### src/rtl/txvc_pkg.sv
package txvc_pkg;
  typedef enum logic [1:0] {VC_OFF, VC_WAKE, VC_ON, VC_FLUSH} vc_state_e;

  typedef struct packed {
    logic capture;
    logic consume;
    logic clearAll;
    logic flushStart;
    logic flushStep;
    logic flushMode;
  } vc_strobe_t;
endpackage

### src/rtl/txvc_data.sv
module txvc_data
  import txvc_pkg::*;
#(
  parameter int LA_W    = 16,
  parameter int LINE_W  = 32,
  parameter int N_LINES = 8
) (
  input  logic              clk,
  input  logic              rstN,
  input  vc_strobe_t        strb,
  input  logic [LA_W-1:0]   evAddr,
  input  logic [LINE_W-1:0] evData,
  input  logic              evDirty,
  input  logic [LA_W-1:0]   lkAddr,
  output logic              hitRaw,
  output logic              evBlocked,
  output logic [LINE_W-1:0] lkData,
  output logic              flushDirty,
  output logic              flushLast,
  output logic [LA_W-1:0]   memAddr,
  output logic [LINE_W-1:0] memData
);
  localparam int IDX_W = $clog2(N_LINES);
  localparam int TAG_W = LA_W - IDX_W;

  logic [N_LINES-1:0] validQ;
  logic [N_LINES-1:0] dirtyQ;
  logic [TAG_W-1:0]   tagQ  [N_LINES];
  logic [LINE_W-1:0]  dataQ [N_LINES];
  logic [IDX_W-1:0]   flushIdxQ;

  logic [IDX_W-1:0] evIdx, lkIdx;
  logic [TAG_W-1:0] evTag, lkTag;
  logic [N_LINES-1:0] wrEn, invEn;

  assign evIdx = evAddr[IDX_W-1:0];
  assign evTag = evAddr[LA_W-1:IDX_W];
  assign lkIdx = lkAddr[IDX_W-1:0];
  assign lkTag = lkAddr[LA_W-1:IDX_W];

  // Per-slot write and invalidate enables
  genvar g;
  generate
    for (g = 0; g < N_LINES; g++) begin : g_slot
      assign wrEn[g]  = strb.capture && (evIdx == IDX_W'(g));
      assign invEn[g] = strb.consume && (lkIdx == IDX_W'(g));
    end
  endgenerate

  assign hitRaw = validQ[lkIdx] && (tagQ[lkIdx] == lkTag);
  assign lkData = dataQ[lkIdx];

  // A slot being handed back to L1 this cycle counts as free for a new victim
  assign evBlocked = validQ[evIdx] && (tagQ[evIdx] != evTag) &&
                     !(strb.consume && (lkIdx == evIdx));

  assign flushDirty = validQ[flushIdxQ] && dirtyQ[flushIdxQ];
  assign flushLast  = (flushIdxQ == IDX_W'(N_LINES - 1));

  assign memAddr = strb.flushMode ? {tagQ[flushIdxQ], flushIdxQ} : evAddr;
  assign memData = strb.flushMode ? dataQ[flushIdxQ] : evData;

  always_ff @(posedge clk) begin
    if (!rstN) begin
      validQ <= '0;
      dirtyQ <= '0;
    end else if (strb.clearAll) begin
      validQ <= '0;
      dirtyQ <= '0;
    end else begin
      for (int i = 0; i < N_LINES; i++) begin
        if (wrEn[i]) begin
          validQ[i] <= 1'b1;
          dirtyQ[i] <= evDirty;
        end else if (invEn[i]) begin
          validQ[i] <= 1'b0;
        end
      end
    end
  end

  always_ff @(posedge clk) begin
    for (int i = 0; i < N_LINES; i++) begin
      if (wrEn[i]) begin
        tagQ[i]  <= evTag;
        dataQ[i] <= evData;
      end
    end
  end

  always_ff @(posedge clk) begin
    if (!rstN)                flushIdxQ <= '0;
    else if (strb.flushStart) flushIdxQ <= '0;
    else if (strb.flushStep)  flushIdxQ <= flushIdxQ + 1'b1;
  end

  // a clear leaves no line behind
  p_clear_empties_r9: assert property (@(posedge clk) disable iff (!rstN)
    strb.clearAll |=> (validQ == '0));

  // a captured victim is resident in its slot next cycle
  p_capture_resident_r3: assert property (@(posedge clk) disable iff (!rstN)
    strb.capture && !strb.clearAll |=> validQ[$past(evIdx)]);

  // a consumed line is gone unless the same slot was refilled
  p_consume_frees_r6: assert property (@(posedge clk) disable iff (!rstN)
    strb.consume && !(strb.capture && evIdx == lkIdx) |=> !validQ[$past(lkIdx)]);

  // the flush walk advances one slot per step
  p_flush_walk_r8: assert property (@(posedge clk) disable iff (!rstN)
    strb.flushStep && !flushLast |=> strb.flushMode && (flushIdxQ != '0));
endmodule

### src/rtl/txvc_ctrl.sv
module txvc_ctrl
  import txvc_pkg::*;
#(
  parameter int WAKE_CYC = 40
) (
  input  logic       clk,
  input  logic       rstN,
  input  logic       evValid,
  input  logic       evTx,
  input  logic       evConflict,
  input  logic       lkValid,
  input  logic       memReady,
  input  logic       txEnd,
  input  logic       txAbort,
  input  logic       hitRaw,
  input  logic       evBlocked,
  input  logic       flushDirty,
  input  logic       flushLast,
  output vc_strobe_t strb,
  output logic       evReady,
  output logic       memValid,
  output logic       lkHit,
  output logic       vcPowered,
  output logic       cpuStall,
  output logic       ovfReq
);
  localparam int CNT_W = (WAKE_CYC > 1) ? $clog2(WAKE_CYC) : 1;

  vc_state_e        stateQ;
  logic [CNT_W-1:0] wakeCntQ;
  logic             ovfQ;

  logic ending, eligible, isOn, doCap, doPass, ovfSet, flushDone;

  assign ending   = txEnd || txAbort;
  assign eligible = evTx && evConflict;
  assign isOn     = (stateQ == VC_ON);

  always_comb begin
    doCap  = 1'b0;
    doPass = 1'b0;
    if (!ending && stateQ != VC_FLUSH) begin
      if (eligible) begin
        if (isOn) begin
          if (evBlocked) doPass = 1'b1;
          else           doCap  = 1'b1;
        end
      end else begin
        doPass = 1'b1;
      end
    end
  end

  assign lkHit     = lkValid && isOn && !ending && hitRaw;
  assign evReady   = doCap || (doPass && memReady);
  assign memValid  = (stateQ == VC_FLUSH) ? (flushDirty && !txAbort) : (doPass && evValid);
  assign ovfSet    = doPass && eligible && evValid && memReady;
  assign flushDone = strb.flushStep && flushLast;

  always_comb begin
    strb            = '0;
    strb.capture    = doCap && evValid;
    strb.consume    = lkHit;
    strb.flushMode  = (stateQ == VC_FLUSH);
    strb.flushStep  = (stateQ == VC_FLUSH) && !txAbort && (!flushDirty || memReady);
    strb.flushStart = isOn && txEnd && !txAbort;
    strb.clearAll   = txAbort || ((stateQ == VC_FLUSH) && !txAbort && (!flushDirty || memReady) && flushLast) ||
                      ((stateQ == VC_WAKE) && txEnd);
  end

  always_ff @(posedge clk) begin
    if (!rstN) begin
      stateQ   <= VC_OFF;
      wakeCntQ <= '0;
    end else begin
      unique case (stateQ)
        VC_OFF: if (evValid && eligible && !ending) begin
          stateQ   <= VC_WAKE;
          wakeCntQ <= '0;
        end
        VC_WAKE: begin
          if (ending)                                stateQ <= VC_OFF;
          else if (wakeCntQ == CNT_W'(WAKE_CYC - 1)) stateQ <= VC_ON;
          else                                       wakeCntQ <= wakeCntQ + 1'b1;
        end
        VC_ON: begin
          if (txAbort)    stateQ <= VC_OFF;
          else if (txEnd) stateQ <= VC_FLUSH;
        end
        VC_FLUSH: if (txAbort || flushDone) stateQ <= VC_OFF;
        default: stateQ <= VC_OFF;
      endcase
    end
  end

  always_ff @(posedge clk) begin
    if (!rstN)                     ovfQ <= 1'b0;
    else if (txAbort || flushDone) ovfQ <= 1'b0;
    else if (ovfSet)               ovfQ <= 1'b1;
  end

  assign ovfReq    = ovfQ;
  assign vcPowered = (stateQ != VC_OFF);
  assign cpuStall  = (stateQ == VC_WAKE) || (stateQ == VC_FLUSH);

  // capture happens only in the active, unstalled state
  p_capture_active_r3: assert property (@(posedge clk) disable iff (!rstN)
    strb.capture |-> vcPowered && !cpuStall);

  // power comes up together with the wake stall
  p_wake_stalls_r4: assert property (@(posedge clk) disable iff (!rstN)
    $rose(vcPowered) |-> cpuStall && !evReady);

  // overflow request holds until commit completes or abort
  p_ovf_sticky_r5: assert property (@(posedge clk) disable iff (!rstN)
    ovfReq && !txAbort && !flushDone |=> ovfReq);

  // an unpowered store never requests serial mode
  p_off_no_ovf_r10: assert property (@(posedge clk) disable iff (!rstN)
    !vcPowered |-> !ovfReq);

  // a stalled flush write stays offered
  p_flush_hold_r8: assert property (@(posedge clk) disable iff (!rstN)
    (stateQ == VC_FLUSH) && memValid && !memReady && !txAbort |=> memValid && (stateQ == VC_FLUSH));

  // no lookup can hit while the CPU is stalled
  p_stall_no_hit_r6: assert property (@(posedge clk) disable iff (!rstN)
    cpuStall |-> !lkHit);
endmodule

### src/rtl/tx_victim_cache.sv
module tx_victim_cache
  import txvc_pkg::*;
#(
  parameter int LA_W     = 16,
  parameter int LINE_W   = 32,
  parameter int N_LINES  = 8,
  parameter int WAKE_CYC = 40
) (
  input  logic              clk,
  input  logic              rstN,
  input  logic              evValid,
  output logic              evReady,
  input  logic [LA_W-1:0]   evAddr,
  input  logic [LINE_W-1:0] evData,
  input  logic              evDirty,
  input  logic              evTx,
  input  logic              evConflict,
  input  logic              lkValid,
  input  logic [LA_W-1:0]   lkAddr,
  output logic              lkHit,
  output logic [LINE_W-1:0] lkData,
  output logic              memValid,
  input  logic              memReady,
  output logic [LA_W-1:0]   memAddr,
  output logic [LINE_W-1:0] memData,
  input  logic              txEnd,
  input  logic              txAbort,
  output logic              vcPowered,
  output logic              cpuStall,
  output logic              ovfReq
);
  vc_strobe_t strb;
  logic hitRaw, evBlocked, flushDirty, flushLast;

  txvc_ctrl #(.WAKE_CYC(WAKE_CYC)) u_ctrl (
    .clk(clk), .rstN(rstN),
    .evValid(evValid), .evTx(evTx), .evConflict(evConflict),
    .lkValid(lkValid), .memReady(memReady),
    .txEnd(txEnd), .txAbort(txAbort),
    .hitRaw(hitRaw), .evBlocked(evBlocked),
    .flushDirty(flushDirty), .flushLast(flushLast),
    .strb(strb), .evReady(evReady), .memValid(memValid), .lkHit(lkHit),
    .vcPowered(vcPowered), .cpuStall(cpuStall), .ovfReq(ovfReq)
  );

  txvc_data #(.LA_W(LA_W), .LINE_W(LINE_W), .N_LINES(N_LINES)) u_data (
    .clk(clk), .rstN(rstN), .strb(strb),
    .evAddr(evAddr), .evData(evData), .evDirty(evDirty),
    .lkAddr(lkAddr),
    .hitRaw(hitRaw), .evBlocked(evBlocked), .lkData(lkData),
    .flushDirty(flushDirty), .flushLast(flushLast),
    .memAddr(memAddr), .memData(memData)
  );
endmodule

### config.mk
export PLATFORM = sky130hd
export DESIGN_NAME = tx_victim_cache
export DESIGN_NICKNAME = d
export VERILOG_FILES = /design/src/rtl/txvc_pkg.sv /design/src/rtl/txvc_data.sv /design/src/rtl/txvc_ctrl.sv /design/src/rtl/tx_victim_cache.sv
export SDC_FILE = /design/constraint.sdc
export NUM_CORES = 1
export LEC_CHECK = 0
export BUFFER_PORTS_ARGS = -buffer_cell sky130_fd_sc_hd__buf_2
export CAP_MARGIN = 15
export CORE_MARGIN = 4
export CORE_UTILIZATION = 50
export CTS_BUF_LIST = sky130_fd_sc_hd__clkbuf_8
export DETAILED_ROUTE_END_ITERATION = 16
export HOLD_SLACK_MARGIN = 0.05
export PLACE_DENSITY_LB_ADDON = 0.05
export SLEW_MARGIN = 20
export SYNTH_ARGS = -nofsm -noshare
export SYNTH_HDL_FRONTEND = slang
export SYNTH_SLANG_ARGS = --single-unit
### constraint.sdc
create_clock -name clk -period 9.2 [get_ports clk]
set_input_delay 1.84 -clock clk [delete_from_list [all_inputs] [get_ports clk]]
set_output_delay 1.84 -clock clk [all_outputs]
set_load 0.02 [all_outputs]
==> impl_metrics.toml <==
[pwr]
power_frac_comb = 0.079
powerDensity_mw_per_mm2 = 165
p_clk_frac = 0.393
ir_worst_vdd_mv = 0.114
p_switching_w = 0.000868
pwr-share-seq = 0.528
power.leakage_nw = 7.57
internal-power_w = 0.00281
p_sw_frac = 0.236

[clocking]
cts_num_sinks = 391
clockRootBuffer = "clkbuf_8"
cts_setup_buffers = 0
clk_pin_slew_worst_paths_ps = 50
cts_tree = "done"
post_cts_resized = 0
holdBufCountCts = 0
htreeDepth = 3
clk_latency_ps = 610
clockBufferDepth = 3
cts_made_buffers = 68

[floorplan]
die_y_um = 207
dieArea_mm2 = 0.0427
num_io_pins = 160
die_w_um = 207
start_util = 0.508
rows = 72
coreArea_mm2 = 0.0388

[critical_path]
worstPathMaxFanout = 35
critPathKind = "in2out"
critPathLaunchType = "input pin"
worstPathArrival_ps = 5330
cp.required_ps = 7360
endpoint_kind = "output pin"

[drt]
route.antenna.remaining_nets = 0
wl_mm = 53.0
wl_per_cell_um = 26.4
first_pass_iters = 5
via_count = 12500
drtIter0Drc = 1010
via_per_inst = 6.25
drc = 0

[synthesis]
syn_area_mm2 = 0.0197
syn-num-nets = 1358
ys_async_sr_fraction = 0
ys_seq_area_frac = 0.579
syn_inst = 1281
ys_types = 65
synth_area_leaders = "edfxtp_1 55%, mux4_2 20%, mux2i_1 4.8%"
yosysTopAreaCell = "edfxtp_1"
synth_top_area_frac = 0.548
ys_ff_latch = 391
synth_warnings = 0
synth.avg_cell_area_um2 = 15.4
synthFlopType = "edfxtp_1"
synth_edf_count = 360

[grt]
antenna_found_initial = 2
track_usage = 0.250
grt_pass1_wl_mm = 78.9
grt_max_degree = 94
overflow = 0
grt_pass1_vias = 12700

[sta]
setup_viol = 0
slew_headroom = 0.251
final-max-slew-violation-count = 0
hold_violations = 0
period_minus_slack_ps = 7170
max_freq_ghz = 0.139
rsz0062_at_grt = "no"
worstMarginPinSlew_ps = 1120
period_share = 0.779
clock_skew_ps = 27.2
holdWs_ps = 468
finalSetupTns_ps = 0

[min_path]
hp-class = "reg2reg"

[layout]
syn2layout_area_growth_pct = 12.9
stdcell_area_mm2 = 0.0223
final_common_cell = "edfxtp_1"
drive_gt1_frac = 0.330
most-common-layout-cells = "360 x edfxtp_1, 176 x nand2_1, 173 x mux4_2, 157 x buf_2, 95 x mux2i_1"
fillers = 3134
fin_nets = 1521

[placed_design]
dpl_cell_area_mm2 = 0.0211
portBuffers = 159
dp_hpwl_mm = 32.0
routabilityCongestion = 0.896

[status]
status = "completed"

[flow_run]
drv_cap = 0
[registers in the layout, summed over array words and instances (netlist names), named ones only]
name              cells
u_ctrl.wakeCntQ       6
u_ctrl.stateQ         2
u_data.flushIdxQ      3
u_data.dataQ        256
u_data.tagQ         104
u_data.validQ         8
u_ctrl.ovfReq         1
u_data.dirtyQ         8
[worst max-delay path: stages]
cell and delay, ps:
buf_2 550, buf_4 550, mux4_2 570, o21ai_0 160, a21oi_1 70, xnor2_1 160
o2111ai_1 160, o31ai_4 160, nor2_2 580, o21ai_0 170, and2_1 180, buf_2 150
[cells in the mapped netlist (all sizes together) (8+ instances only)]
| cell | count |
|---|---|
| nand3 | 12 |
| mux2i | 95 |
| nand4 | 8 |
| mux2 | 26 |
| nor2 | 24 |
| o21ai | 70 |
| nor2b | 15 |
| xnor2 | 17 |
| mux4 | 173 |
| edfxtp | 360 |
| nor4 | 12 |
| nand2 | 177 |
| buf | 39 |
| clkbuf | 52 |
| nand2b | 11 |
| a21oi | 19 |
| inv | 10 |
| dfxtp | 31 |
| o22ai | 17 |
| a22oi | 10 |
| xor2 | 12 |
[cell type report]
class,instances,area (um^2),area share
multi-input cells,788,7940,0.356
flip-flops and latches,391,11400,0.514
clock buffers,71,977,0.0439
well taps,518,648,0.0291
inverters,11,41.3,0.00185
diodes,1,2.50,0.000112
clock inverters,41,235,0.0106
repair buffers,184,992,0.0445
[power by group through the flow]
stage | combinational [W] | clock [W] | sequential (W)
floorplan | 0.000181 | 0 | 0.00198
global placement | 0.000288 | 0 | 0.00198
detailed placement | 0.000291 | 0 | 0.00198
CTS | 0.000291 | 0.00150 | 0.00194
global route | 0.000313 | 0.00158 | 0.00194
finish | 0.000290 | 0.00145 | 0.00194
[routing by layer]
metal | wire length (um) | part of all wire | GRT usage | vias up
met2 | 25800 | 0.49 | 0.403 | 517
met3 | 4130 | 0.078 | 0.0501 | 84
met1 | 21900 | 0.41 | 0.351 | 6430
met5 | 13 | 0.00025 | 0 | -
met4 | 1120 | 0.021 | 0.0756 | 2
li1 | - | - | - | 5497
[final timing paths]
check,slack (ps),start,depth (start not counted),end
worst max-delay path,2030,evAddr[0],12,evReady
worst min register to register,470,u_data.dirtyQ[1],2,u_data.dirtyQ[1]
worst min-delay path,470,u_data.dirtyQ[1],2,u_data.dirtyQ[1]
worst max register to register,4480,u_ctrl.stateQ[1],9,u_data.dataQ[1][27]
[logic make-up after synthesis]
kind of cell               after synthesis  share of synthesized area
and+or+nand+nor                        294                     0.0691
adders and majority gates                3                    0.00190
DFF                                    391                      0.579
muxes                                  294                      0.260
xor gates and xnor gates                29                     0.0129
AOI/OAI and AO/OA                      168                     0.0552
buffers and inverters                  102                     0.0214
[per-stage QoR]
step / worst slack [ps] / total power (W) / util / instances
2_1_floorplan: 414 / 0.00216 / - / 1281
3_5_place_dp: 2080 / 0.00227 / 0.542 / 1892
4_1_cts: 2070 / 0.00373 / 0.573 / 2004
5_1_grt: 1840 / 0.00383 / 0.574 / 2004
6_report: 2030 / 0.00368 / 0.574 / 2005
3_3_place_gp: 2090 / 0.00227 / 0.542 / 1892
No activity file was read; power rests on OpenSTA's default activity.
